--- config.mk ---
export PLATFORM = sky130hd
export DESIGN_NAME = swp_guard
export DESIGN_NICKNAME = d
export VERILOG_FILES = /design/src/rtl/swp_pkg.sv /design/src/rtl/swp_gap_timer.sv /design/src/rtl/swp_seq_match.sv /design/src/rtl/swp_prot_state.sv /design/src/rtl/swp_guard.sv
export SDC_FILE = /design/constraint.sdc
export NUM_CORES = 1
export LEC_CHECK = 0
export ABC_AREA = 1
export BUFFER_PORTS_ARGS = -buffer_cell sky130_fd_sc_hd__buf_2
export CAP_MARGIN = 15
export CORE_UTILIZATION = 50
export CTS_CLUSTER_SIZE = 10
export DETAILED_ROUTE_END_ITERATION = 8
export PLACE_DENSITY = 0.88
export SLEW_MARGIN = 10
export SYNTH_ARGS = -nofsm -noshare
export SYNTH_HDL_FRONTEND = slang
export SYNTH_HIERARCHICAL = 1
export SYNTH_SLANG_ARGS = --single-unit
--- constraint.sdc ---
create_clock -name clk -period 1.8 [get_ports clk]
set_input_delay 0.09 -clock clk [delete_from_list [all_inputs] [get_ports clk]]
set_output_delay 0.09 -clock clk [all_outputs]
set_load 0.005 [all_outputs]
--- src/rtl/swp_pkg.sv ---
package swp_pkg;

  localparam int DATA_W = 8;

  localparam logic [DATA_W-1:0] KEY_FIRST  = 8'hAA;
  localparam logic [DATA_W-1:0] KEY_SECOND = 8'h55;
  localparam logic [DATA_W-1:0] OP_AUTH    = 8'hA0;
  localparam logic [DATA_W-1:0] OP_PRELIFT = 8'h80;
  localparam logic [DATA_W-1:0] OP_LIFT    = 8'h20;

  typedef enum logic [2:0] {
    ST_IDLE,
    ST_K1,
    ST_K2,
    ST_L3,
    ST_L4,
    ST_L5,
    ST_AUTH
  } step_t;

  // Step reached by one strobed write; ST_IDLE signals a mismatch.
  function automatic step_t next_step(input step_t cur, input logic at_a,
                                      input logic at_b, input logic [DATA_W-1:0] d);
    step_t n;
    n = ST_IDLE;
    case (cur)
      ST_IDLE: if (at_a && d == KEY_FIRST)  n = ST_K1;
      ST_K1:   if (at_b && d == KEY_SECOND) n = ST_K2;
      ST_K2: begin
        if (at_a && d == OP_AUTH)         n = ST_AUTH;
        else if (at_a && d == OP_PRELIFT) n = ST_L3;
      end
      ST_L3:   if (at_a && d == KEY_FIRST)  n = ST_L4;
      ST_L4:   if (at_b && d == KEY_SECOND) n = ST_L5;
      ST_L5:   if (at_a && d == OP_LIFT)    n = ST_AUTH;
      ST_AUTH: n = ST_AUTH;
      default: n = ST_IDLE;
    endcase
    return n;
  endfunction

endpackage

--- src/rtl/swp_gap_timer.sv ---
module swp_gap_timer #(
  parameter int GAP_CYC = 16
) (
  input  logic clk,
  input  logic rst_n,
  input  logic run,
  input  logic stb,
  output logic expire
);
  localparam int CW = $clog2(GAP_CYC + 1);
  localparam logic [CW-1:0] LAST = CW'(GAP_CYC - 1);

  logic [CW-1:0] gap_cnt;

  always_ff @(posedge clk) begin
    if (!rst_n)                gap_cnt <= '0;
    else if (stb || !run)      gap_cnt <= '0;
    else if (gap_cnt != LAST)  gap_cnt <= gap_cnt + 1'b1;
  end

  assign expire = run && !stb && (gap_cnt == LAST);

  // the count restarts after every strobe
  assert_gap_restart_R8: assert property (@(posedge clk) disable iff (!rst_n)
    (stb && run) |=> (gap_cnt == '0));

endmodule

--- src/rtl/swp_seq_match.sv ---
module swp_seq_match
  import swp_pkg::*;
#(
  parameter int ADDR_W = 15,
  parameter logic [ADDR_W-1:0] CMD_ADDR_A = 'h5555,
  parameter logic [ADDR_W-1:0] CMD_ADDR_B = 'h2AAA
) (
  input  logic              clk,
  input  logic              rst_n,
  input  logic              stb,
  input  logic [ADDR_W-1:0] addr,
  input  logic [DATA_W-1:0] data,
  input  logic              expire,
  output logic              busy,
  output logic              consume,
  output logic              in_auth,
  output logic              req_on,
  output logic              req_off
);
  step_t step_q, step_nx;

  assign step_nx = next_step(step_q, addr == CMD_ADDR_A, addr == CMD_ADDR_B, data);

  always_ff @(posedge clk) begin
    if (!rst_n)       step_q <= ST_IDLE;
    else if (stb)     step_q <= step_nx;
    else if (expire)  step_q <= ST_IDLE;
  end

  assign busy    = (step_q != ST_IDLE);
  assign in_auth = (step_q == ST_AUTH);
  assign consume = stb && !in_auth && (step_nx != ST_IDLE);
  assign req_on  = stb && (step_q == ST_K2) && (step_nx == ST_AUTH);
  assign req_off = stb && (step_q == ST_L5) && (step_nx == ST_AUTH);

  // an expired gap with no strobe drops the tracker to idle
  assert_gap_abort_R8: assert property (@(posedge clk) disable iff (!rst_n)
    (busy && expire && !stb) |=> (step_q == ST_IDLE));

  // a load window opens only from the last step of a key
  assert_auth_entry_R5: assert property (@(posedge clk) disable iff (!rst_n)
    (in_auth && $past(step_q) != ST_AUTH) |->
      ($past(step_q) == ST_K2 || $past(step_q) == ST_L5));

  // a non-matching write outside a window returns to idle
  assert_mismatch_idle_R7: assert property (@(posedge clk) disable iff (!rst_n)
    (stb && !consume && !in_auth) |=> (step_q == ST_IDLE));

endmodule

--- src/rtl/swp_prot_state.sv ---
module swp_prot_state #(
  parameter logic PROT_INIT = 1'b0
) (
  input  logic clk,
  input  logic por_n,
  input  logic req_on,
  input  logic req_off,
  input  logic prog_done,
  output logic prot
);
  logic pend_v, pend_val;

  always_ff @(posedge clk) begin
    if (!por_n) begin
      prot     <= PROT_INIT;
      pend_v   <= 1'b0;
      pend_val <= 1'b0;
    end else begin
      if (prog_done && pend_v) begin
        prot   <= pend_val;
        pend_v <= 1'b0;
      end
      if (req_on || req_off) begin
        pend_v   <= 1'b1;
        pend_val <= req_on;
      end
    end
  end

  // the flag moves only at a programming-period end
  assert_commit_only_R10: assert property (@(posedge clk) disable iff (!por_n)
    !$stable(prot) |-> $past(prog_done));

  // the arm and lift requests never coincide
  assert_req_excl_R3: assert property (@(posedge clk) disable iff (!por_n)
    !(req_on && req_off));

endmodule

--- src/rtl/swp_guard.sv ---
module swp_guard
  import swp_pkg::*;
#(
  parameter int ADDR_W = 15,
  parameter logic [ADDR_W-1:0] CMD_ADDR_A = 'h5555,
  parameter logic [ADDR_W-1:0] CMD_ADDR_B = 'h2AAA,
  parameter int LOAD_GAP_CYC = 16,
  parameter logic PROT_INIT = 1'b0
) (
  input  logic              clk,
  input  logic              por_n,
  input  logic              soft_rst_n,
  input  logic              wr_stb,
  input  logic [ADDR_W-1:0] wr_addr,
  input  logic [DATA_W-1:0] wr_data,
  input  logic              prog_done,
  output logic              prot_on,
  output logic              wr_accept,
  output logic              dummy_start
);
  logic match_rst_n, busy, expire, consume, in_auth, req_on, req_off;

  assign match_rst_n = por_n && soft_rst_n;

  swp_gap_timer #(.GAP_CYC(LOAD_GAP_CYC)) gap_i (
    .clk(clk), .rst_n(match_rst_n), .run(busy), .stb(wr_stb), .expire(expire)
  );

  swp_seq_match #(.ADDR_W(ADDR_W), .CMD_ADDR_A(CMD_ADDR_A), .CMD_ADDR_B(CMD_ADDR_B)) match_i (
    .clk(clk), .rst_n(match_rst_n), .stb(wr_stb), .addr(wr_addr), .data(wr_data),
    .expire(expire), .busy(busy), .consume(consume), .in_auth(in_auth),
    .req_on(req_on), .req_off(req_off)
  );

  swp_prot_state #(.PROT_INIT(PROT_INIT)) prot_i (
    .clk(clk), .por_n(por_n), .req_on(req_on), .req_off(req_off),
    .prog_done(prog_done), .prot(prot_on)
  );

  assign wr_accept   = wr_stb && !consume && (in_auth || !prot_on);
  assign dummy_start = wr_stb && !consume && !in_auth && prot_on;

  // a write never gets both outcomes
  assert_outcome_excl_R10: assert property (@(posedge clk) disable iff (!por_n)
    !(wr_accept && dummy_start));

  // no outcome pulse without a strobe
  assert_quiet_idle_R1: assert property (@(posedge clk) disable iff (!por_n)
    !wr_stb |-> (!wr_accept && !dummy_start));

  // a refused write happens only under protection
  assert_refuse_prot_R4: assert property (@(posedge clk) disable iff (!por_n)
    dummy_start |-> prot_on);

endmodule

==> impl_metrics.json, run 1 <==
{
  "clock.fmax_mhz": 556,
  "multi_input_area_um2": 776,
  "core_area_um2": 2190,
  "cap_violations": 0,
  "place_area_um2": 1340,
  "cp-end-kind": "primary output",
  "fin_area_um2": 1440,
  "cts_max_path_buffers": 2,
  "crit_path_start_kind": "register",
  "crit_required_ns": 1.71,
  "grt_pass1_wl_um": 4340,
  "rsz0062_at_grt": "true",
  "setup_viol": 0,
  "fin_worst_skew_ns": 0.00270,
  "syn-cell-area_um2": 1150,
  "yosysUniqueCellTypes": 18,
  "cts_sinks": 11,
  "ys_warn_count": 6,
  "intPower_uw": 367,
  "clock-root-buffer": "clkbuf_4",
  "syn_avg_cell_area_um2": 4.94,
  "min_period_ns": 1.80,
  "ant_nets": 0,
  "clk_latency_ns": 0.27,
  "p_clk_frac": 0.335,
  "p_switching_uw": 149,
  "criticalPathCategory": "register to primary output",
  "htree_num_levels": 1,
  "initial_core_util": 0.525,
  "outcome": "finished, final reports clean",
  "dp_hpwl_um": 2060,
  "pwr-share-comb": 0.202,
  "drtIter0Drc": 45,
  "swShare": 0.289,
  "cp_max_fo": 6,
  "p_seq_frac": 0.463,
  "tritoncts": "built",
  "register_area_um2": 231,
  "nets": 300,
  "grt_overflow": 0,
  "crit_arrival_ns": 1.71,
  "num-fill-cells": 222,
  "n_antenna_cell": 0,
  "hold_class": "input pin to register",
  "antenna_found_initial": 0,
  "ir_drop_v": 0.000434,
  "cts_buffers": 3,
  "layoutNonFillerInstCount": 297,
  "grtUsageTotal": 0.221,
  "portBuffers": 30,
  "place_inst": 291,
  "finalHoldViolations": 0,
  "drt-total-wl_um": 2710,
  "synth_top_area_frac": 0.209,
  "grt_max_degree": 9,
  "power.density_nw_per_um2": 357,
  "p_leak_uw": 0.000765,
  "yosysSeqAreaShare": 0.191,
  "ioPinCount": 31,
  "gp_congestion": 0.831,
  "ys_seq_elements": 11,
  "grt_pass1_vias": 1155,
  "maxSlewHeadroom": 0.769,
  "worstMarginPinSlew_ns": 0.344,
  "row_count": 17,
  "synth_nets": 263,
  "drc": 0,
  "clk_pin_slew_ns": 0.07,
  "via_count": 1432,
  "maxSlewViolCount": 0,
  "finalCritPeriodShare": 0.998,
  "first_pass_iters": 4,
  "synth_area_leader_cell": "nand2_1",
  "wire_per_inst_um": 9.11,
  "drive_gt1_frac": 0.227,
  "syn_inst": 233,
  "synthTopCellsByArea": "nand2_1 (21%), dfxtp_1 (19%), nor2_1 (19%)",
  "die_h_um": 50.0,
  "die_w_um": 50.0,
  "area_delta_synth_final_pct": 25.3,
  "viasPerCell": 4.82,
  "die_area_um2": 2500
}
## metrics by stage
stage               total power (uW)  utilization  hold WS [ns]  setup slack [ns]  setup TNS, ns
detailed placement               351        0.610         0.348             0.185              0
global placement                 350        0.610         0.341             0.222              0
finish                           516        0.658        0.0568           0.00280              0
global route                     552        0.658        0.0656            -0.152         -0.291
CTS                              522        0.628        0.0487         0.0000225              0
floorplan                        298            -         0.210             0.334              0
## layer usage
| metal | share of wire | track usage |
|---|---|---|
| met1 | 0.44 | 0.283 |
| met2 | 0.50 | 0.362 |
| met3 | 0.048 | 0.0648 |
| met4 | 0.0030 | 0.0429 |
| met5 | 0 | 0 |
## power groups by stage
stage | Clock [uW] | Sequential [uW] | Combinational, uW
floorplan | 0 | 249 | 49.6
finish | 173 | 239 | 104
global placement | 0 | 249 | 101
CTS | 179 | 240 | 103
global route | 193 | 239 | 120
detailed placement | 0 | 249 | 103
## repair_timing
item / CTS / global route
gates resized for setup: 6 / 16
hold buffers: 0 / 0
endpoints found under the setup margin: 2 / 3
buffers inserted: 0 / 2
pin swaps: 0 / 10
## layout make-up
cell class                 count  share of cell area
clock buffer                   4              0.0182
inverter                      53               0.145
multi-input combinational    169               0.538
sequential                    11               0.160
tap                           28              0.0243
timing repair buffer          32               0.114
## cells in the mapped netlist, drive strengths merged
master,count
inv,53
nand4,1
a21oi,9
nand3b,1
nand3,20
nor3,8
nand2,65
ha,2
nor2,61
dfxtp,11
and3,1
o21ai,1
## path summary, 6_finish.rpt
check / startpoint / endpoint / slack (ns) / cells after the start
setup / recovery: match_i/step_q[1]$_SDFFE_PN0P_ / wr_accept / 0.003 / 12
hold / removal: por_n / prot_i/prot$_SDFFE_PN0P_ / 0.06 / 3
setup reg to reg: match_i/step_q[1]$_SDFFE_PN0P_ / prot_i/pend_val$_SDFFE_PN0P_ / 0.17 / 13
hold reg to reg: prot_i/pend_v$_SDFFE_PN0P_ / prot_i/pend_v$_SDFFE_PN0P_ / 0.46 / 2
## critical path, cell delays in order, from the launching register on
cell,delay (ns)
dfxtp_4,0.41
inv_4,0.06
nor3_1,0.23
nand4_1,0.14
nand2_1,0.11
nor2_1,0.04
nand3_1,0.08
nand2_1,0.06
inv_1,0.05
inv_1,0.03
nand2_1,0.06
nor2_1,0.04
buf_2,0.12
## state kept, by name, summed over array words and instances, names as in the netlist
name             count
prot_i/pend_v        1
gap_i/gap_cnt        5
prot_i/pend_val      1
prot_i/prot          1
match_i/step_q       3
## kinds of logic after synthesis
kind of cell	synth area share
and+or+nand+nor	0.567
DFF	0.191
adders and majority gates	0.0217
AOI/OAI and AO/OA	0.0467
buffers and inverters	0.173
## placed cells by master, fill, tap and decap left out
master	n
a21oi_1	8
a21oi_2	1
and3_1	1
buf_2	30
buf_4	2
clkbuf_1	1
clkbuf_4	3
dfxtp_1	8
dfxtp_4	3
ha_1	2
inv_1	46
inv_2	3
inv_4	4
nand2_1	60
nand2_2	5
nand3_1	17
nand3_2	2
nand3_4	1
nand3b_1	1
nand4_1	1
nor2_1	56
nor2_2	5
nor3_1	6
nor3_2	1
nor3_4	1
o21ai_0	1
Note: power is estimated with default switching activity, not from simulation.
==> inputs of run 2 (changes only) <==
Settings changed: MAX_ROUTING_LAYER from default to met4, PLACE_DENSITY 0.88 to 0.89, SYNTH_HIERARCHICAL 1 to default.
==> impl_metrics.json, run 2 <==
{
  "viasPerCell": 5.03,
  "cts_buffers": 3,
  "drive_gt1_frac": 0.249,
  "nets": 252,
  "cp_max_fo": 7,
  "ys_seq_elements": 11,
  "critPathMaxStageDelay_ns": 0.43,
  "worst_slack_ns": 0.0245,
  "pwr-share-comb": 0.186,
  "core_area_um2": 1800,
  "syn_avg_cell_area_um2": 5.44,
  "crit_arrival_ns": 1.69,
  "yosysSeqAreaShare": 0.219,
  "ir_drop_v": 0.000340,
  "clock-root-buffer": "clkbuf_4",
  "grt_pass1_vias": 1026,
  "ioPinCount": 31,
  "grt_max_degree": 9,
  "layoutNonFillerInstCount": 246,
  "register_area_um2": 229,
  "grt_overflow": 0,
  "drc": 0,
  "dp_hpwl_um": 1980,
  "place_inst": 240,
  "dpl_worst_slack_ns": 0.252,
  "yosysMostFrequentCell": "nand2_1",
  "drt-total-wl_um": 2510,
  "die_w_um": 46.9,
  "setup_viol": 0,
  "largest_reg_flops": 5,
  "outcome": "finished, final reports clean",
  "tritoncts": "built",
  "synth_xor_area_frac": 0.0174,
  "synthTopCellsByArea": "dfxtp_1 (22%), nand2_1 (20%), nor2_1 (15%)",
  "synth_nets": 215,
  "fin_area_um2": 1250,
  "die_area_um2": 2200,
  "via_count": 1238,
  "slowest_stage": "dfxtp_2",
  "num-fill-cells": 175,
  "setup-tns-final_ns": 0,
  "multi_input_area_um2": 658,
  "die_h_um": 46.9,
  "row_count": 15,
  "synth_area_leader_cell": "dfxtp_1",
  "place_area_um2": 1190,
  "maxSlewHeadroom": 0.816,
  "wire_per_inst_um": 10.2,
  "htree_num_levels": 1,
  "clock.fmax_mhz": 563,
  "worst_path_most_repeated_cell": "nand2_1",
  "final_cell_mix": "nand2_1 (53), nor2_1 (40), buf_2 (30)",
  "yosysUniqueCellTypes": 22,
  "cp-end-kind": "primary output",
  "gp_congestion": 0.863,
  "ant_nets": 0,
  "crit_path_start_kind": "register",
  "p_switching_uw": 146,
  "maxSlewViolCount": 0,
  "cap_violations": 0,
  "cts_max_path_buffers": 2,
  "worstMarginPinSlew_ns": 0.275,
  "antenna_found_initial": 0,
  "cts_sinks": 11,
  "synth_top_family_by_area": "simple AND/OR/NAND/NOR gates",
  "synth-compound-area-share": 0.0709,
  "min_period_ns": 1.78,
  "ys_warn_count": 0,
  "portBuffers": 30,
  "finalCritPeriodShare": 0.986,
  "power.density_nw_per_um2": 404,
  "first_pass_iters": 4,
  "synth_top_area_frac": 0.219,
  "criticalPathCategory": "register to primary output",
  "muxShareOfSynthArea": 0,
  "p_seq_frac": 0.473,
  "rsz0062_at_grt": "true",
  "utilization": 0.697,
  "grtUsageTotal": 0.244,
  "syn-cell-area_um2": 1010,
  "final_common_cell": "nand2_1",
  "initial_core_util": 0.558,
  "hold_class": "input pin to register",
  "grt_pass1_wl_um": 3770,
  "p_leak_uw": 0.000643,
  "fin_worst_skew_ns": 0.000632,
  "clk_latency_ns": 0.27,
  "drtIter0Drc": 34,
  "synth_top_flop_cell": "dfxtp_1",
  "async_flop_share": 0,
  "largest_register": "gap_i.gap_cnt",
  "synthSimpleGateAreaFrac": 0.527,
  "finalHoldViolations": 0,
  "clk_pin_slew_ns": 0.07,
  "reg_top3": "gap_i.gap_cnt x5, match_i.step_q x3",
  "crit_chain": "nand2_1 -> nor2_1 -> nand2_1 -> nand2_1 -> nand3_2 -> nand2_4 -> nor2_1 -> nand3_1 -> nand2_1 -> nand2_1 -> nor2_1 -> buf_2",
  "n_antenna_cell": 0,
  "crit_required_ns": 1.71,
  "yosys-top-cells-count": "nand2_1 (53), nor2_1 (41), inv_1 (26)",
  "p_clk_frac": 0.341,
  "area_delta_synth_final_pct": 24.8,
  "synthAdderAreaFrac": 0.0249,
  "postCtsHoldBufs": 0,
  "syn_inst": 185,
  "intPower_uw": 361,
  "synth_edf_count": 0,
  "swShare": 0.288
}
[run 2: cell type report]
class | instances | share of cell area
Inverter | 34 | 0.115
Tap cell | 25 | 0.0249
Clock inverter | 1 | 0.00399
Multi-Input combinational cell | 140 | 0.524
Timing Repair Buffer | 32 | 0.132
Clock buffer | 3 | 0.0179
Sequential cell | 11 | 0.182
[run 2: worst max-delay path, delay by kind of cell (launching register included)]
family                 cells  cell delay (ns)
and+or+nand+nor           11             0.85
buffers and inverters      1             0.12
DFF                        1             0.43
[run 2: repair_timing]
action | 4_1_cts | 5_1_grt
buffers inserted | 0 | 2
gates resized for setup | 4 | 5
pin swaps | 0 | 3
setup endpoints to repair | 2 | 2
[run 2: path summary, 6_finish.rpt]
kind,start,end,slack [ns],cells after the start
worst max-delay path,match_i.step_q[0]$_SDFFE_PN0P_,dummy_start,0.02,12
worst min-delay path,soft_rst_n,match_i.step_q[0]$_SDFFE_PN0P_,0.09,3
worst max register to register,gap_i.gap_cnt[0]$_SDFFE_PP0N_,match_i.step_q[2]$_SDFFE_PN0P_,0.20,6
worst min register to register,prot_i.prot$_SDFFE_PN0P_,prot_i.prot$_SDFFE_PN0P_,0.48,2
[run 2: layer usage]
layer  up-vias  global-route usage  share of wire
met5         -                   -              0
met4         0              0.0343         0.0020
met3         2              0.0577          0.053
met2        37               0.453           0.52
met1       553               0.267           0.42
li1        646                   -              -
[run 2: logic make-up (layout without fill, tap and decap cells)]
kind of cell,after synthesis,after routing
simple gates,123,123
buf+inv,34,70
compound gates,13,13
flops,11,11
fa+ha+maj,2,2
xor+xnor,2,2
[run 2: metrics by stage]
stage	hold WS (ns)	power, uW
6_report	0.0933	507
5_1_grt	0.0990	536
4_1_cts	0.0846	515
3_5_place_dp	0.387	342
3_3_place_gp	0.383	338
2_1_floorplan	0.247	290
[run 2: power by group through the flow]
stage	clock network, uW	registers, uW	logic (uW)
after floorplan	0	249	41.4
after global placement	0	249	88.8
after detailed placement	0	249	92.9
after CTS	179	243	93.5
after global routing	189	240	107
final	173	240	94.2
